===== src/rtl/ctu_pkg.sv =====
// Package ctu_pkg
// Shared encodings for the control transfer unit: opcode values, the
// instruction-kind type, the sequencer state type and the sign-magnitude
// delta converter. Assumes 16-bit instructions whose top three bits are
// the opcode.
package ctu_pkg;

    localparam logic [2:0] OP_BRANCH = 3'b000;
    localparam logic [2:0] OP_CBRANCH = 3'b101;
    localparam logic [2:0] OP_XFER = 3'b011;

    // Bit positions inside a transfer instruction
    localparam int XB_RP_HI = 9;
    localparam int XB_RP_LO = 8;
    localparam int XB_LOAD = 7;
    localparam int XB_SAVE = 6;
    localparam int XB_SP_HI = 5;
    localparam int XB_SP_LO = 4;
    localparam int XB_JUMPX = 0;

    typedef enum logic [1:0] {
        K_OTHER,
        K_BRANCH,
        K_CBRANCH,
        K_XFER
    } ins_kind_e;

    typedef enum logic [1:0] {
        S_IDLE,
        S_READ,
        S_WRITE
    } seq_state_e;

    // Sign-magnitude 2-bit field to 2-bit two's complement (-0 becomes 0)
    function automatic logic [1:0] sm_to_tc(input logic [1:0] f);
        logic [1:0] r;
        case (f)
            2'b01: r = 2'b01;
            2'b11: r = 2'b11;
            default: r = 2'b00;
        endcase
        return r;
    endfunction

endpackage


===== src/rtl/ctu_decode.sv =====
// Module ctu_decode
// Combinational decode. Picks the instruction half from PC bit 1, classifies
// the opcode, and works out the next PC for every case that needs no memory
// access, plus the transfer control bits. Assumes ADDR_W >= OFF_W + 2.
module ctu_decode
    import ctu_pkg::*;
#(
    parameter int ADDR_W = 32,
    parameter int INS_W = 16,
    parameter int OFF_W = 13
) (
    input  logic [ADDR_W-1:0]  pc_i,
    input  logic [2*INS_W-1:0] word_i,
    input  logic [ADDR_W-1:0]  x_i,
    output ins_kind_e          kind_o,
    output logic [ADDR_W-1:0]  next_pc_o,
    output logic               halt_req_o,
    output logic [1:0]         spd_o,
    output logic [1:0]         rpd_o,
    output logic               load_o,
    output logic               save_o,
    output logic               jumpx_o
);

    localparam int OP_W = INS_W - OFF_W;
    localparam int EXT_W = ADDR_W - OFF_W;

    logic [INS_W-1:0]  ins;
    logic [OP_W-1:0]   op;
    logic [ADDR_W-1:0] off_sx;
    logic [ADDR_W-1:0] seq_pc;
    logic              cond_hit;

    // Half-word select and field extraction
    always_comb begin
        ins = pc_i[1] ? word_i[INS_W-1:0] : word_i[2*INS_W-1:INS_W];
        op = ins[INS_W-1 -: OP_W];
        off_sx = {{EXT_W{ins[OFF_W-1]}}, ins[OFF_W-1:0]};
        seq_pc = pc_i + ADDR_W'(2);
        cond_hit = ins[0] ? (x_i != '0) : (x_i == '0);
    end

    // Opcode classification and next-PC selection
    always_comb begin
        kind_o = K_OTHER;
        next_pc_o = seq_pc;
        halt_req_o = 1'b0;
        spd_o = 2'b00;
        rpd_o = 2'b00;
        load_o = 1'b0;
        save_o = 1'b0;
        jumpx_o = 1'b0;
        case (op)
            OP_BRANCH: begin
                kind_o = K_BRANCH;
                next_pc_o = pc_i + off_sx;
                halt_req_o = (ins[OFF_W-1:0] == '0);
            end
            OP_CBRANCH: begin
                kind_o = K_CBRANCH;
                spd_o = 2'b11;
                if (cond_hit) begin
                    next_pc_o = pc_i + {off_sx[ADDR_W-1:1], 1'b0};
                end
            end
            OP_XFER: begin
                kind_o = K_XFER;
                spd_o = sm_to_tc(ins[XB_SP_HI:XB_SP_LO]);
                rpd_o = sm_to_tc(ins[XB_RP_HI:XB_RP_LO]);
                load_o = ins[XB_LOAD];
                save_o = ins[XB_SAVE];
                jumpx_o = ins[XB_JUMPX];
            end
            default: ;
        endcase
    end

endmodule


===== src/rtl/ctu_seq.sv =====
// Module ctu_seq
// Instruction sequencer. Accepts a step while idle. It either finishes in the
// same cycle or walks the read and then the write of the return stack
// through the request/valid handshake. It presents one commit pulse with the
// new PC and RP. Assumes the memory holds the request until it raises valid.
module ctu_seq
    import ctu_pkg::*;
#(
    parameter int ADDR_W = 32
) (
    input  logic              clk,
    input  logic              rst_n,
    input  logic              step_i,
    input  logic              halted_i,
    input  ins_kind_e         kind_i,
    input  logic [ADDR_W-1:0] next_pc_i,
    input  logic              halt_req_i,
    input  logic [1:0]        spd_i,
    input  logic [1:0]        rpd_i,
    input  logic              load_i,
    input  logic              save_i,
    input  logic              jumpx_i,
    input  logic [ADDR_W-1:0] x_i,
    input  logic [ADDR_W-1:0] rp_i,
    output logic              mem_req_o,
    output logic              mem_we_o,
    output logic [ADDR_W-1:0] mem_addr_o,
    output logic [ADDR_W-1:0] mem_wdata_o,
    input  logic [ADDR_W-1:0] mem_rdata_i,
    input  logic              mem_valid_i,
    output logic              commit_o,
    output logic [ADDR_W-1:0] cpc_o,
    output logic [ADDR_W-1:0] crp_o,
    output logic              chalt_o,
    output logic [1:0]        cspd_o,
    output logic              cxy_o
);

    seq_state_e        st_q, st_d;
    logic [ADDR_W-1:0] h_pc_q, h_pc_d;
    logic [ADDR_W-1:0] h_old_rp_q, h_new_rp_q;
    logic [ADDR_W-1:0] h_x_q;
    logic              h_save_q, h_jumpx_q;
    logic [1:0]        h_spd_q;
    logic [ADDR_W-1:0] new_rp;
    logic              go, is_xfer, needs_mem;

    // Return-pointer arithmetic: delta in words scaled to bytes
    always_comb begin
        new_rp = rp_i + {{(ADDR_W-4){rpd_i[1]}}, rpd_i, 2'b00};
        go = step_i && !halted_i && (st_q == S_IDLE);
        is_xfer = (kind_i == K_XFER);
        needs_mem = is_xfer && (load_i || save_i);
    end

    // Next state, memory request and commit outputs
    always_comb begin
        st_d = st_q;
        h_pc_d = h_pc_q;
        mem_req_o = 1'b0;
        mem_we_o = 1'b0;
        mem_addr_o = h_old_rp_q;
        mem_wdata_o = h_pc_q;
        commit_o = 1'b0;
        cpc_o = h_jumpx_q ? h_x_q : h_pc_q;
        crp_o = h_new_rp_q;
        chalt_o = 1'b0;
        cspd_o = h_spd_q;
        cxy_o = h_jumpx_q;
        case (st_q)
            S_IDLE: begin
                if (go && needs_mem) begin
                    h_pc_d = next_pc_i;
                    st_d = load_i ? S_READ : S_WRITE;
                end else if (go) begin
                    commit_o = 1'b1;
                    cpc_o = (is_xfer && jumpx_i) ? x_i : next_pc_i;
                    crp_o = is_xfer ? new_rp : rp_i;
                    chalt_o = halt_req_i;
                    cspd_o = spd_i;
                    cxy_o = is_xfer && jumpx_i;
                end
            end
            S_READ: begin
                mem_req_o = 1'b1;
                mem_addr_o = h_old_rp_q;
                if (mem_valid_i) begin
                    h_pc_d = mem_rdata_i;
                    if (h_save_q) begin
                        st_d = S_WRITE;
                    end else begin
                        st_d = S_IDLE;
                        commit_o = 1'b1;
                        cpc_o = h_jumpx_q ? h_x_q : mem_rdata_i;
                    end
                end
            end
            S_WRITE: begin
                mem_req_o = 1'b1;
                mem_we_o = 1'b1;
                mem_addr_o = h_new_rp_q;
                if (mem_valid_i) begin
                    st_d = S_IDLE;
                    commit_o = 1'b1;
                end
            end
            default: st_d = S_IDLE;
        endcase
    end

    // Sequencer state and per-instruction hold registers
    always_ff @(posedge clk) begin
        if (!rst_n) begin
            st_q <= S_IDLE;
            h_pc_q <= '0;
            h_old_rp_q <= '0;
            h_new_rp_q <= '0;
            h_x_q <= '0;
            h_save_q <= 1'b0;
            h_jumpx_q <= 1'b0;
            h_spd_q <= 2'b00;
        end else begin
            st_q <= st_d;
            h_pc_q <= h_pc_d;
            if (go && needs_mem) begin
                h_old_rp_q <= rp_i;
                h_new_rp_q <= new_rp;
                h_x_q <= x_i;
                h_save_q <= save_i;
                h_jumpx_q <= jumpx_i;
                h_spd_q <= spd_i;
            end
        end
    end

endmodule


===== src/rtl/ctu_regs.sv =====
// Module ctu_regs
// Architectural registers: PC, return pointer, sticky halt, and the
// per-instruction result pulses. Updated only by a commit from the sequencer.
module ctu_regs #(
    parameter int ADDR_W = 32,
    parameter logic [ADDR_W-1:0] PC_RESET = '0,
    parameter logic [ADDR_W-1:0] RP_RESET = ADDR_W'(65024)
) (
    input  logic              clk,
    input  logic              rst_n,
    input  logic              commit_i,
    input  logic [ADDR_W-1:0] cpc_i,
    input  logic [ADDR_W-1:0] crp_i,
    input  logic              chalt_i,
    input  logic [1:0]        cspd_i,
    input  logic              cxy_i,
    output logic [ADDR_W-1:0] pc_o,
    output logic [ADDR_W-1:0] rp_o,
    output logic              halt_o,
    output logic              done_o,
    output logic [1:0]        spd_o,
    output logic              xy_o
);

    // Register update on commit, sticky halt
    always_ff @(posedge clk) begin
        if (!rst_n) begin
            pc_o <= PC_RESET;
            rp_o <= RP_RESET;
            halt_o <= 1'b0;
            done_o <= 1'b0;
            spd_o <= 2'b00;
            xy_o <= 1'b0;
        end else begin
            done_o <= commit_i;
            xy_o <= commit_i && cxy_i;
            halt_o <= halt_o || (commit_i && chalt_i);
            if (commit_i) begin
                pc_o <= cpc_i;
                rp_o <= crp_i;
                spd_o <= cspd_i;
            end
        end
    end

endmodule


===== src/rtl/ctu_top.sv =====
// Module ctu_top
// Control transfer unit for a stack CPU with two 16-bit instructions per
// 32-bit word. Combines decode, sequencer and architectural registers.
// Assumes fetch_word is the word holding pc_o whenever step is high.
module ctu_top #(
    parameter int ADDR_W = 32,
    parameter int INS_W = 16,
    parameter int OFF_W = 13,
    parameter logic [ADDR_W-1:0] PC_RESET = '0,
    parameter logic [ADDR_W-1:0] RP_RESET = ADDR_W'(65024)
) (
    input  logic              clk,
    input  logic              rst_n,
    input  logic              step,
    input  logic [2*INS_W-1:0] fetch_word,
    input  logic [ADDR_W-1:0] x_top,
    output logic              mem_req,
    output logic              mem_we,
    output logic [ADDR_W-1:0] mem_addr,
    output logic [ADDR_W-1:0] mem_wdata,
    input  logic [ADDR_W-1:0] mem_rdata,
    input  logic              mem_valid,
    output logic [ADDR_W-1:0] pc_o,
    output logic [ADDR_W-1:0] rp_o,
    output logic              done,
    output logic              halt,
    output logic [1:0]        sp_delta,
    output logic              x_gets_y
);

    ctu_pkg::ins_kind_e kind;
    logic [ADDR_W-1:0]  next_pc, cpc, crp;
    logic               halt_req, load, save, jumpx;
    logic               commit, chalt, cxy;
    logic [1:0]         spd, rpd, cspd;

    ctu_decode #(.ADDR_W(ADDR_W), .INS_W(INS_W), .OFF_W(OFF_W)) i_decode (
        .pc_i(pc_o), .word_i(fetch_word), .x_i(x_top),
        .kind_o(kind), .next_pc_o(next_pc), .halt_req_o(halt_req),
        .spd_o(spd), .rpd_o(rpd), .load_o(load), .save_o(save), .jumpx_o(jumpx)
    );

    ctu_seq #(.ADDR_W(ADDR_W)) i_seq (
        .clk(clk), .rst_n(rst_n), .step_i(step), .halted_i(halt),
        .kind_i(kind), .next_pc_i(next_pc), .halt_req_i(halt_req),
        .spd_i(spd), .rpd_i(rpd), .load_i(load), .save_i(save), .jumpx_i(jumpx),
        .x_i(x_top), .rp_i(rp_o),
        .mem_req_o(mem_req), .mem_we_o(mem_we), .mem_addr_o(mem_addr),
        .mem_wdata_o(mem_wdata), .mem_rdata_i(mem_rdata), .mem_valid_i(mem_valid),
        .commit_o(commit), .cpc_o(cpc), .crp_o(crp), .chalt_o(chalt),
        .cspd_o(cspd), .cxy_o(cxy)
    );

    ctu_regs #(.ADDR_W(ADDR_W), .PC_RESET(PC_RESET), .RP_RESET(RP_RESET)) i_regs (
        .clk(clk), .rst_n(rst_n), .commit_i(commit), .cpc_i(cpc), .crp_i(crp),
        .chalt_i(chalt), .cspd_i(cspd), .cxy_i(cxy),
        .pc_o(pc_o), .rp_o(rp_o), .halt_o(halt), .done_o(done),
        .spd_o(sp_delta), .xy_o(x_gets_y)
    );

endmodule


===== config.mk =====
export PLATFORM = sky130hd
export DESIGN_NAME = ctu_top
export DESIGN_NICKNAME = d
export VERILOG_FILES = /design/src/rtl/ctu_pkg.sv /design/src/rtl/ctu_decode.sv /design/src/rtl/ctu_seq.sv /design/src/rtl/ctu_regs.sv /design/src/rtl/ctu_top.sv
export SDC_FILE = /design/constraint.sdc
export NUM_CORES = 1
export LEC_CHECK = 0
export CAP_MARGIN = 20
export CORE_UTILIZATION = 65
export CTS_CLUSTER_SIZE = 12
export DETAILED_ROUTE_END_ITERATION = 8
export DONT_BUFFER_PORTS = 1
export HOLD_SLACK_MARGIN = 0.06
export PLACE_DENSITY = 0.81
export SKIP_CTS_REPAIR_TIMING = 1
export SLEW_MARGIN = 15
export SYNTH_ARGS = -nofsm -noshare
export SYNTH_HDL_FRONTEND = slang
export SYNTH_SLANG_ARGS = --single-unit

===== constraint.sdc =====
create_clock -name clk -period 6.7 [get_ports clk]
set_input_delay 1.34 -clock clk [delete_from_list [all_inputs] [get_ports clk]]
set_output_delay 1.34 -clock clk [all_outputs]
set_load 0.02 [all_outputs]

======== Word level (Yosys, flattened, before mapping) ========
Index checks and enable logic that the tools add are counted.
storage, ports and cells
  flip-flop bits (word level) ............. 203
  bits of input ports ..................... 100
  output and inout port bits .............. 135
  word-level logic and storage cells ...... 103
cells by class
  add/sub/neg operators ................... 4
  equal/unequal tests ..................... 13
  muxes and demuxes ....................... 52
  reductions and logical operators ........ 20
operators by type and width
  cell                   count
  $mux 32                15
  $pmux 32 s2            3
  $add 32x32->32         3
  $add 32x2->32 const B  1
  $logic_not 32->1       1
  $reduce_bool 32->1     1
  $mux 1                 18
  $mux 2                 9
  $mux 16                1
  $logic_not 13->1       1
  $pmux 2 s2             3
  $pmux 2 s3             2
  $eq 2x2->1 const B     4
  $logic_and 1x1->1      7
  $eq 2x1->1 const B     3
  $ne 2x2->1 const B     3
  $reduce_and 3->1       2
  $ne 4x4->1 const B     1
  $eq 3x2->1 const B     1
  $eq 3x3->1 const B     1
  $logic_not 3->1        1
  $pmux 1 s3             1
  $logic_not 2->1        1
  $logic_or 1x1->1       2
  other kinds (4)        4

======== Depth between registers and ports, before layout ========
Gate-level depths: netlist of the first run.
  depth in word-level cells ............... 10
  mapped depth ............................ 17
  depth with buffers taken out ............ 16

======== Cells and area by module ========
A second synthesis of the first run with hierarchy kept.
unflattened totals
  cell total of the unflattened synthesis .. 2,122
  area, all modules ....................... 16,090.4 um^2
modules (own cells, without submodules)
  module      times used  cells an instance  area each (um^2)  seq. area each (um^2)
  ctu_seq     1           1,267              9,330.2           2,642.5
  ctu_decode  1           635                4,174.0           0.0
  ctu_regs    1           220                2,586.2           1,381.3

======== Least setup slack after synthesis of the first run ========
OpenSTA, ideal clock, no wires.
  path type ............................... input -> register
  start ................................... input fetch_word[15]
  end ..................................... register i_regs.rp_o[28]
  library setup time ...................... 116 ps
  arrival ................................. 5,974 ps
  data required time ...................... 6,584 ps
  path slack .............................. 610 ps
  stages .................................. 14
  path buffers ............................ 0
  cells stage by stage .................... mux2i_1 nand2_1 nor3_1 inv_1 fa_1 nand2b_1 a211oi_1 o21ai_0 a211o_1 a31o_2 a21oi_1 xnor2_1 o21ai_0 o211a_1
on the way
  cells in the longest elaborated chain, start to end .. 9
  elaborated cells on any way between the ends .. 21
  those cells by class .................... 1 x add/sub; 4 x eq/ne; 11 x mux; 5 x reduce/logical
ends and longest elaborated chain
  element                                                 line              source
  start: declaration                                      ctu_top.sv:15     input logic [2*INS_W-1:0] fetch_word,
  $mux 16 (*)                                             ctu_decode.sv:36  ins = pc_i[1] ? word_i[INS_W-1:0] : word_i[2*INS_W-1:INS_W];
  branches (longest 8 deep; another with $add 32x32->32)  -
  end signal: assignment                                  ctu_regs.sv:40    rp_o <= crp_i;
  end: declaration                                        ctu_regs.sv:18    output logic [ADDR_W-1:0] rp_o,
Every way passes the cells marked *. The select of a mux whose other input is x is not followed.
A chain may end at the register's enable or synchronous reset.

======== Worst setup path in the final report of the first run ========
  start ................................... register i_regs.pc_o[1]
  end ..................................... register i_regs.pc_o[24]
on the way
  cells in the longest elaborated chain, start to end .. 9
  elaborated cells on any way between the ends .. 25
  those cells by class .................... 3 x add/sub; 3 x eq/ne; 14 x mux; 5 x reduce/logical
ends and longest elaborated chain
  element                                                 line            source
  start: declaration                                      ctu_regs.sv:17  output logic [ADDR_W-1:0] pc_o,
  start signal: assignment                                ctu_regs.sv:39  pc_o <= cpc_i;
  branches (longest 9 deep; another with $add 32x32->32)  -
Parallel ways; which one is timed is not known.

==> impl_metrics.env, run 1 <==
export IMPL_num_vias=16390
export IMPL_combinational_family_with_the_most_area_after_synthesis="compound AO/OA/AOI/OAI gates"
export IMPL_dr_first_iter_drc_count=2126
export IMPL_critPathMaxFanout=21
export IMPL_starting_utilization_of_the_core_area_pct=67.21
export IMPL_final_layout_size_suffix_gt1_share_pct=6.762
export IMPL_fin_nets=2108
export IMPL_synth_cell_area_mm2=0.01485
export IMPL_crit_path_start_kind="flop"
export IMPL_synth_nets=2215
export IMPL_drv_max_cap_violation_count=0
export IMPL_synthDistinctLibCells=78
export IMPL_multiplexer_share_of_the_synthesized_area_pct=4.247
export IMPL_cpPeakStageDelay_ns=0.71
export IMPL_post_route_worst_setup_slack_ns=1.695
export IMPL_outcome="complete, no violations"
export IMPL_numClockSinks=201
export IMPL_cp_data_arrival_time_ns=5.40
export IMPL_power_combinational_fraction_pct=43.4
export IMPL_synth_edff_count=0
export IMPL_rows=54
export IMPL_synth_async_sr_flop_share_pct=0
export IMPL_clk_root_buf="sky130_fd_sc_hd__clkbuf_16"
export IMPL_synth_most_common_cell="sky130_fd_sc_hd__nand2_1"
export IMPL_swShare_pct=45.87
export IMPL_setup_failing_eps_final=0
export IMPL_top_cell_type_s_share_of_synthesized_area_pct=27.10
export IMPL_yosys_most_used_dff="sky130_fd_sc_hd__dfxtp_1"
export IMPL_max_clock_path_buffers=3
export IMPL_synth_largest_area_cell="sky130_fd_sc_hd__dfxtp_1"
export IMPL_tightestPinTransition_ns=1.081
export IMPL_grt_setup_unrepaired="no"
export IMPL_yosys_warnings=0
export IMPL_hold_class="reg2reg"
export IMPL_io_pin_count=235
export IMPL_design_core_area_mm2=0.02209
export IMPL_cp_slowest_cell="sky130_fd_sc_hd__a221oi_1"
export IMPL_area_delta_synth_final_pct=4.677
export IMPL_worst_setup_path_type="reg2reg"
export IMPL_power_density_mw_per_mm2=327.4
export IMPL_gp_weighted_congestion=1.097
export IMPL_number_of_antenna_violations_at_the_first_check_in_global_routing=0
export IMPL_share_seq_of_total_power_pct=32.7
export IMPL_synth_compound_gate_area_share_pct=31.76
export IMPL_synth_area_top_cells="sky130_fd_sc_hd__dfxtp_1 27%, sky130_fd_sc_hd__a21oi_1 8.6%, sky130_fd_sc_hd__nand2_1 8.2%"
export IMPL_dp_slack_ns=1.523
export IMPL_avgSynthCellArea_um2=7.254
export IMPL_yosys_register_bits=201
export IMPL_clock_power_share_pct=23.9
export IMPL_grt_overflow_total=0
export IMPL_maximum_number_of_pins_on_one_net_before_global_route_repair=93
export IMPL_grt_first_pass_wirelength_mm=85.24
export IMPL_die_width_um=153.1
export IMPL_route_detailed_drc=0
export IMPL_grt_pass1_vias=15070
export IMPL_synth_xor_area_share_pct=3.775
export IMPL_required_ns=7.09
export IMPL_fin_area_mm2=0.01554
export IMPL_design_die_area_mm2=0.02345
export IMPL_routedWlPerCell_um=24.83
export IMPL_report_final_slew_viol_count=0
export IMPL_hpwl_mm=38.96
export IMPL_synth_common_cells="324 x sky130_fd_sc_hd__nand2_1, 256 x sky130_fd_sc_hd__a21oi_1, 201 x sky130_fd_sc_hd__dfxtp_1"
export IMPL_hold_violation_count_in_the_final_report=0
export IMPL_gr_usage_all_layers_pct=45.92
export IMPL_fmaxAchievable_mhz=199.8
export IMPL_p_leak_nw=5.585
export IMPL_cts_tree="done"
export IMPL_setup_tns_ns=0
export IMPL_fin_worst_skew_ns=0.02659
export IMPL_die_h_um=153.1
export IMPL_htreeDepth=1
export IMPL_worst_path_buf_inv=3
export IMPL_total_switching_power_w=0.002335
export IMPL_cts_buffers_inserted=23
export IMPL_synthesis_instances=2047
export IMPL_simple_gate_share_of_the_synthesized_area_pct=21.99
export IMPL_via_density_per_instance=7.338
export IMPL_final_min_clock_period_ns=5.005
export IMPL_synth_adder_area_share_pct=5.881
export IMPL_yosysSeqAreaShare_pct=27.10
export IMPL_timing_max_slew_rel_slack_pct=27.78
export IMPL_clkLatencyLatePin_ns=0.54
export IMPL_crit_chain="buf_4, mux2i_1, buf_4, inv_1, ha_1, a21oi_1, o21ai_0, a221o_1, o21bai_1, nand3_1, a221oi_1, o22ai_1, o21ai_0, a21oi_1"
export IMPL_detail_route_first_pass_iterations=7
export IMPL_portBuffers=0
export IMPL_drt_wl_total_mm=55.48
export IMPL_postRouteAntennaNets=0
export IMPL_cell_internal_power_dissipation_w=0.002755
export IMPL_worst_path_dominant_cell_family="compound AO/OA/AOI/OAI gates"
export IMPL_ir_worst_vdd_mv=0.2336
export IMPL_detailed_place_area_mm2=0.01481
export IMPL_cts_clk_slew_worst_paths_ns=0.06
export IMPL_critical_path_endpoint_type="flop"
export IMPL_timing_final_crit_share_pct=74.71
layer usage:
metal	wire [um]	up-vias	share of wire [%]	global-route usage [%]
li1	-	7334	-	-
met1	19760	7616	36	53.63
met2	24470	1114	44	73.08
met3	6400	328	12	11.91
met4	4843	0	8.7	33.19
met5	0	-	0	0
cells in the final DEF (no fill, tap or decap), types with 22 or more instances in the layout:
cell type | Yosys | final
sky130_fd_sc_hd__a21o_1 | 23 | 22
sky130_fd_sc_hd__a21oi_1 | 256 | 255
sky130_fd_sc_hd__a22oi_1 | 38 | 38
sky130_fd_sc_hd__buf_4 | 2 | 26
sky130_fd_sc_hd__clkbuf_16 | 0 | 23
sky130_fd_sc_hd__dfxtp_1 | 201 | 200
sky130_fd_sc_hd__ha_1 | 65 | 64
sky130_fd_sc_hd__inv_1 | 33 | 32
sky130_fd_sc_hd__mux2_2 | 40 | 40
sky130_fd_sc_hd__nand2_1 | 324 | 323
sky130_fd_sc_hd__nand2b_1 | 22 | 22
sky130_fd_sc_hd__nand3_1 | 65 | 65
sky130_fd_sc_hd__nand4_1 | 33 | 33
sky130_fd_sc_hd__nor2_1 | 153 | 151
sky130_fd_sc_hd__nor3_1 | 32 | 30
sky130_fd_sc_hd__o211ai_1 | 31 | 31
sky130_fd_sc_hd__o21ai_0 | 149 | 148
sky130_fd_sc_hd__o221ai_1 | 22 | 22
sky130_fd_sc_hd__xnor2_1 | 46 | 46
path summary, 6_finish.rpt:
kind,startpoint,endpoint,slack (ns),cells past startpoint
min reg2reg,i_seq.h_old_rp_q[19],i_seq.h_old_rp_q[19],0.45,2
max reg2reg,i_regs.pc_o[1],i_regs.pc_o[24],1.69,14
min,i_seq.h_old_rp_q[19],i_seq.h_old_rp_q[19],0.45,2
max,i_regs.pc_o[1],i_regs.pc_o[24],1.69,14
per-stage QoR:
step / std cells / total power [W] / hold slack [ns] / utilization, %
after detailed placement: 2194 / 0.003768 / 0.4439 / 67.05
after global placement: 2194 / 0.003732 / 0.4387 / 67.05
after global routing: 2232 / 0.005288 / 0.4685 / 70.33
final: 2234 / 0.005089 / 0.4520 / 70.35
after floorplan: 2047 / 0.003132 / 0.4338 / -
after CTS: 2231 / 0.004982 / 0.4518 / 70.26
sequential cells by signal (all words and copies together), names as in the netlist:
register and count:
i_regs.rp_o 32, i_seq.h_jumpx_q 1, i_seq.h_save_q 1, i_regs.xy_o 1, i_seq.h_old_rp_q 30, i_seq.h_x_q 32
i_regs.done_o 1, i_regs.halt_o 1, i_regs.spd_o 2, i_seq.h_spd_q 2, i_seq.st_q 2, i_seq.mem_wdata_o 32
i_seq.h_new_rp_q 32, i_regs.pc_o 32
cell families (layout without fill, tap and decap cells):
group / count (synthesis) / count (layout)
adders and majority gates: 68 / 68
muxes: 58 / 58
DFF: 201 / 201
and+or+nand+nor: 723 / 723
xor gates and xnor gates: 64 / 64
buffers and inverters: 192 / 97
other: 0 / 2
AOI/OAI and AO/OA: 741 / 741
power by group through the flow:
| stage | combinational, W | sequential [W] | clock, W |
|---|---|---|---|
| detailed placement | 0.00209 | 0.00168 | 0 |
| global placement | 0.00206 | 0.00167 | 0 |
| CTS | 0.00211 | 0.00165 | 0.00122 |
| global route | 0.00235 | 0.00167 | 0.00126 |
| finish | 0.00221 | 0.00166 | 0.00122 |
| floorplan | 0.00156 | 0.00157 | 0 |
layout make-up:
type	instances	area, um^2
diodes	2	5.005
inverters	33	126.4
repair buffers	27	210.2
clock inverters	5	71.32
flip-flops and latches	201	4025
multi-input cells	1654	10120
clock buffers	32	639.4
well taps	280	350.3
fillers	1808	6550
worst reg2reg max path, cell delays in order, from the launching register on:
cell	delay, ns
sky130_fd_sc_hd__dfxtp_1	0.61
sky130_fd_sc_hd__buf_4	0.40
sky130_fd_sc_hd__mux2i_1	0.24
sky130_fd_sc_hd__buf_4	0.19
sky130_fd_sc_hd__inv_1	0.35
sky130_fd_sc_hd__ha_1	0.59
sky130_fd_sc_hd__a21oi_1	0.26
sky130_fd_sc_hd__o21ai_0	0.21
sky130_fd_sc_hd__a221o_1	0.38
sky130_fd_sc_hd__o21bai_1	0.22
sky130_fd_sc_hd__nand3_1	0.12
sky130_fd_sc_hd__a221oi_1	0.71
sky130_fd_sc_hd__o22ai_1	0.25
sky130_fd_sc_hd__o21ai_0	0.23
sky130_fd_sc_hd__a21oi_1	0.10
Power figures use the tool's default switching activity.
==> run 2: changes to the inputs <==
Clock period 6.7 ns to 4.9 ns, I/O delays scaled along.
==> impl_metrics.env, run 2 (synthesized netlist as in run 1, its figures left out) <==
export IMPL_tightestPinTransition_ns=1.065
export IMPL_grt_setup_unrepaired="no"
export IMPL_via_density_per_instance=7.213
export IMPL_final_min_clock_period_ns=4.555
export IMPL_num_vias=16450
export IMPL_critical_path_endpoint_type="flop"
export IMPL_ir_worst_vdd_mv=0.2887
export IMPL_hpwl_mm=38.74
export IMPL_detail_route_first_pass_iterations=6
export IMPL_fin_worst_skew_ns=0.01688
export IMPL_drv_max_cap_violation_count=0
export IMPL_hold_violation_count_in_the_final_report=0
export IMPL_worst_setup_path_type="reg2reg"
export IMPL_timing_max_slew_rel_slack_pct=28.81
export IMPL_gr_usage_all_layers_pct=44.97
export IMPL_crit_chain="buf_4, mux2_2, ha_1, fa_1, a21o_1, a21oi_1, o221ai_1, a21oi_1, xnor2_1, a22oi_1, a31oi_1, a2111oi_0, nor4_1"
export IMPL_cp_data_arrival_time_ns=4.92
export IMPL_portBuffers=0
export IMPL_cp_slowest_cell="sky130_fd_sc_hd__dfxtp_2"
export IMPL_clkLatencyLatePin_ns=0.53
export IMPL_timing_reg2reg_setup_slack_ns=0.34
export IMPL_worst_path_dominant_cell_family="compound AO/OA/AOI/OAI gates"
export IMPL_routedWlPerCell_um=23.95
export IMPL_report_final_slew_viol_count=0
export IMPL_max_clock_path_buffers=3
export IMPL_final_common_cell="sky130_fd_sc_hd__nand2_1"
export IMPL_design_die_area_mm2=0.02345
export IMPL_setup_tns_ns=0
export IMPL_worst_path_buf_inv=1
export IMPL_area_delta_synth_final_pct=7.508
export IMPL_worstHoldEndpoint="i_seq.h_old_rp_q[13]"
export IMPL_cts_tree="done"
export IMPL_postRouteAntennaNets=0
export IMPL_fin_nets=2153
export IMPL_starting_utilization_of_the_core_area_pct=67.21
export IMPL_gp_weighted_congestion=1.085
export IMPL_min_delay_path_depth=2
export IMPL_grt_first_pass_wirelength_mm=83.73
export IMPL_final_layout_size_suffix_gt1_share_pct=9.245
export IMPL_dp_slack_ns=0.2767
export IMPL_fmaxAchievable_mhz=219.5
export IMPL_grt_pass1_vias=15130
export IMPL_dr_first_iter_drc_count=1863
export IMPL_maximum_number_of_pins_on_one_net_before_global_route_repair=93
export IMPL_r2r_end="i_regs.pc_o[16]"
export IMPL_timing_final_crit_share_pct=92.96
export IMPL_die_h_um=153.1
export IMPL_r2r_worst_path_cells=13
export IMPL_layout_cells_most_common_list="323 x sky130_fd_sc_hd__nand2_1, 255 x sky130_fd_sc_hd__a21oi_1, 199 x sky130_fd_sc_hd__dfxtp_1"
export IMPL_cp_common_cell="sky130_fd_sc_hd__a21oi_1"
export IMPL_final_seq_area_mm2=0.004026
export IMPL_cts_buffers_inserted=24
export IMPL_power_density_mw_per_mm2=452.4
export IMPL_cpPeakStageDelay_ns=0.55
export IMPL_htreeDepth=1
export IMPL_design_core_area_mm2=0.02209
export IMPL_outcome="complete, no violations"
export IMPL_numClockSinks=201
export IMPL_critPathMaxFanout=13
export IMPL_nFillCells=1786
export IMPL_io_pin_count=235
export IMPL_rows=54
export IMPL_setup_failing_eps_final=0
export IMPL_grt_overflow_total=0
export IMPL_clk_root_buf="sky130_fd_sc_hd__clkbuf_16"
export IMPL_route_detailed_drc=0
export IMPL_post_route_worst_setup_slack_ns=0.3450
export IMPL_crit_reg2reg_launch="i_regs.pc_o[1]"
export IMPL_cts_clk_slew_worst_paths_ns=0.07
export IMPL_hold_path_startpoint="i_seq.h_old_rp_q[13]"
export IMPL_antennaDiodeCount=0
export IMPL_number_of_antenna_violations_at_the_first_check_in_global_routing=1
export IMPL_p_leak_nw=5.854
export IMPL_die_width_um=153.1
export IMPL_hold_class="reg2reg"
export IMPL_drt_wl_total_mm=54.64
export IMPL_required_ns=5.26
export IMPL_crit_path_start_kind="flop"
export IMPL_multi_input_area_mm2=0.01012
[run 2: worst max path at each step]
stage	depth (start not counted)	end	start	slack, ns
after CTS	15	i_regs.rp_o[29]	i_regs.pc_o[1]	0.26
after global placement	17	i_seq.h_new_rp_q[30]	i_regs.pc_o[1]	0.42
final	13	i_regs.pc_o[16]	i_regs.pc_o[1]	0.34
after floorplan	14	i_regs.rp_o[28]	fetch_word[15]	0.34
after global routing	16	i_regs.rp_o[20]	i_regs.pc_o[1]	0.16
after detailed placement	15	i_regs.rp_o[29]	i_regs.pc_o[1]	0.28
[run 2: power breakdown]
part	internal (W)	switching, W	leakage [nW]	total (W)
Sequential	0.00180	0.000322	1.63	0.00212
Clock	0.00105	0.000753	0.388	0.00180
Combinational	0.00113	0.00217	3.83	0.00330
[run 2: metal layers]
| metal | vias to the layer above | global-route usage, % | wire length (um) |
|---|---|---|---|
| met4 | 2 | 34.68 | 4722 |
| met5 | - | 0 | 11 |
| met1 | 7584 | 52.86 | 19430 |
| met3 | 296 | 11.74 | 6828 |
| met2 | 1144 | 70.15 | 23640 |
| li1 | 7426 | - | - |
[run 2: layout make-up]
cell class,instances,share of cell area (%)
clock buffers,30,4.091
multi-input cells,1654,63.41
flip-flops and latches,201,25.22
repair buffers,71,3.496
well taps,280,2.195
inverters,33,0.7916
clock inverters,12,0.7994
[run 2: through the flow]
stage | hold WS [ns] | std cells | power (W) | utilization [%] | cell area [um^2]
final | 0.4508 | 2281 | 0.007222 | 72.26 | 15960
after global routing | 0.4684 | 2281 | 0.007506 | 72.26 | 15960
after CTS | 0.4528 | 2281 | 0.007069 | 72.25 | 15960
after detailed placement | 0.4454 | 2239 | 0.005292 | 68.72 | 15180
after global placement | 0.4386 | 2239 | 0.005243 | 68.72 | 15180
after floorplan | 0.4338 | 2047 | 0.004285 | - | 14860
[run 2: worst register-to-register path: stages (launching register included)]
cell                        delay [ns]
sky130_fd_sc_hd__dfxtp_2          0.55
sky130_fd_sc_hd__buf_4            0.24
sky130_fd_sc_hd__mux2_2           0.45
sky130_fd_sc_hd__ha_1             0.28
sky130_fd_sc_hd__fa_1             0.44
sky130_fd_sc_hd__a21o_1           0.18
sky130_fd_sc_hd__a21oi_1          0.47
sky130_fd_sc_hd__o221ai_1         0.35
sky130_fd_sc_hd__a21oi_1          0.27
sky130_fd_sc_hd__xnor2_1          0.12
sky130_fd_sc_hd__a22oi_1          0.35
sky130_fd_sc_hd__a31oi_1          0.13
sky130_fd_sc_hd__a2111oi_0        0.46
sky130_fd_sc_hd__nor4_1           0.11
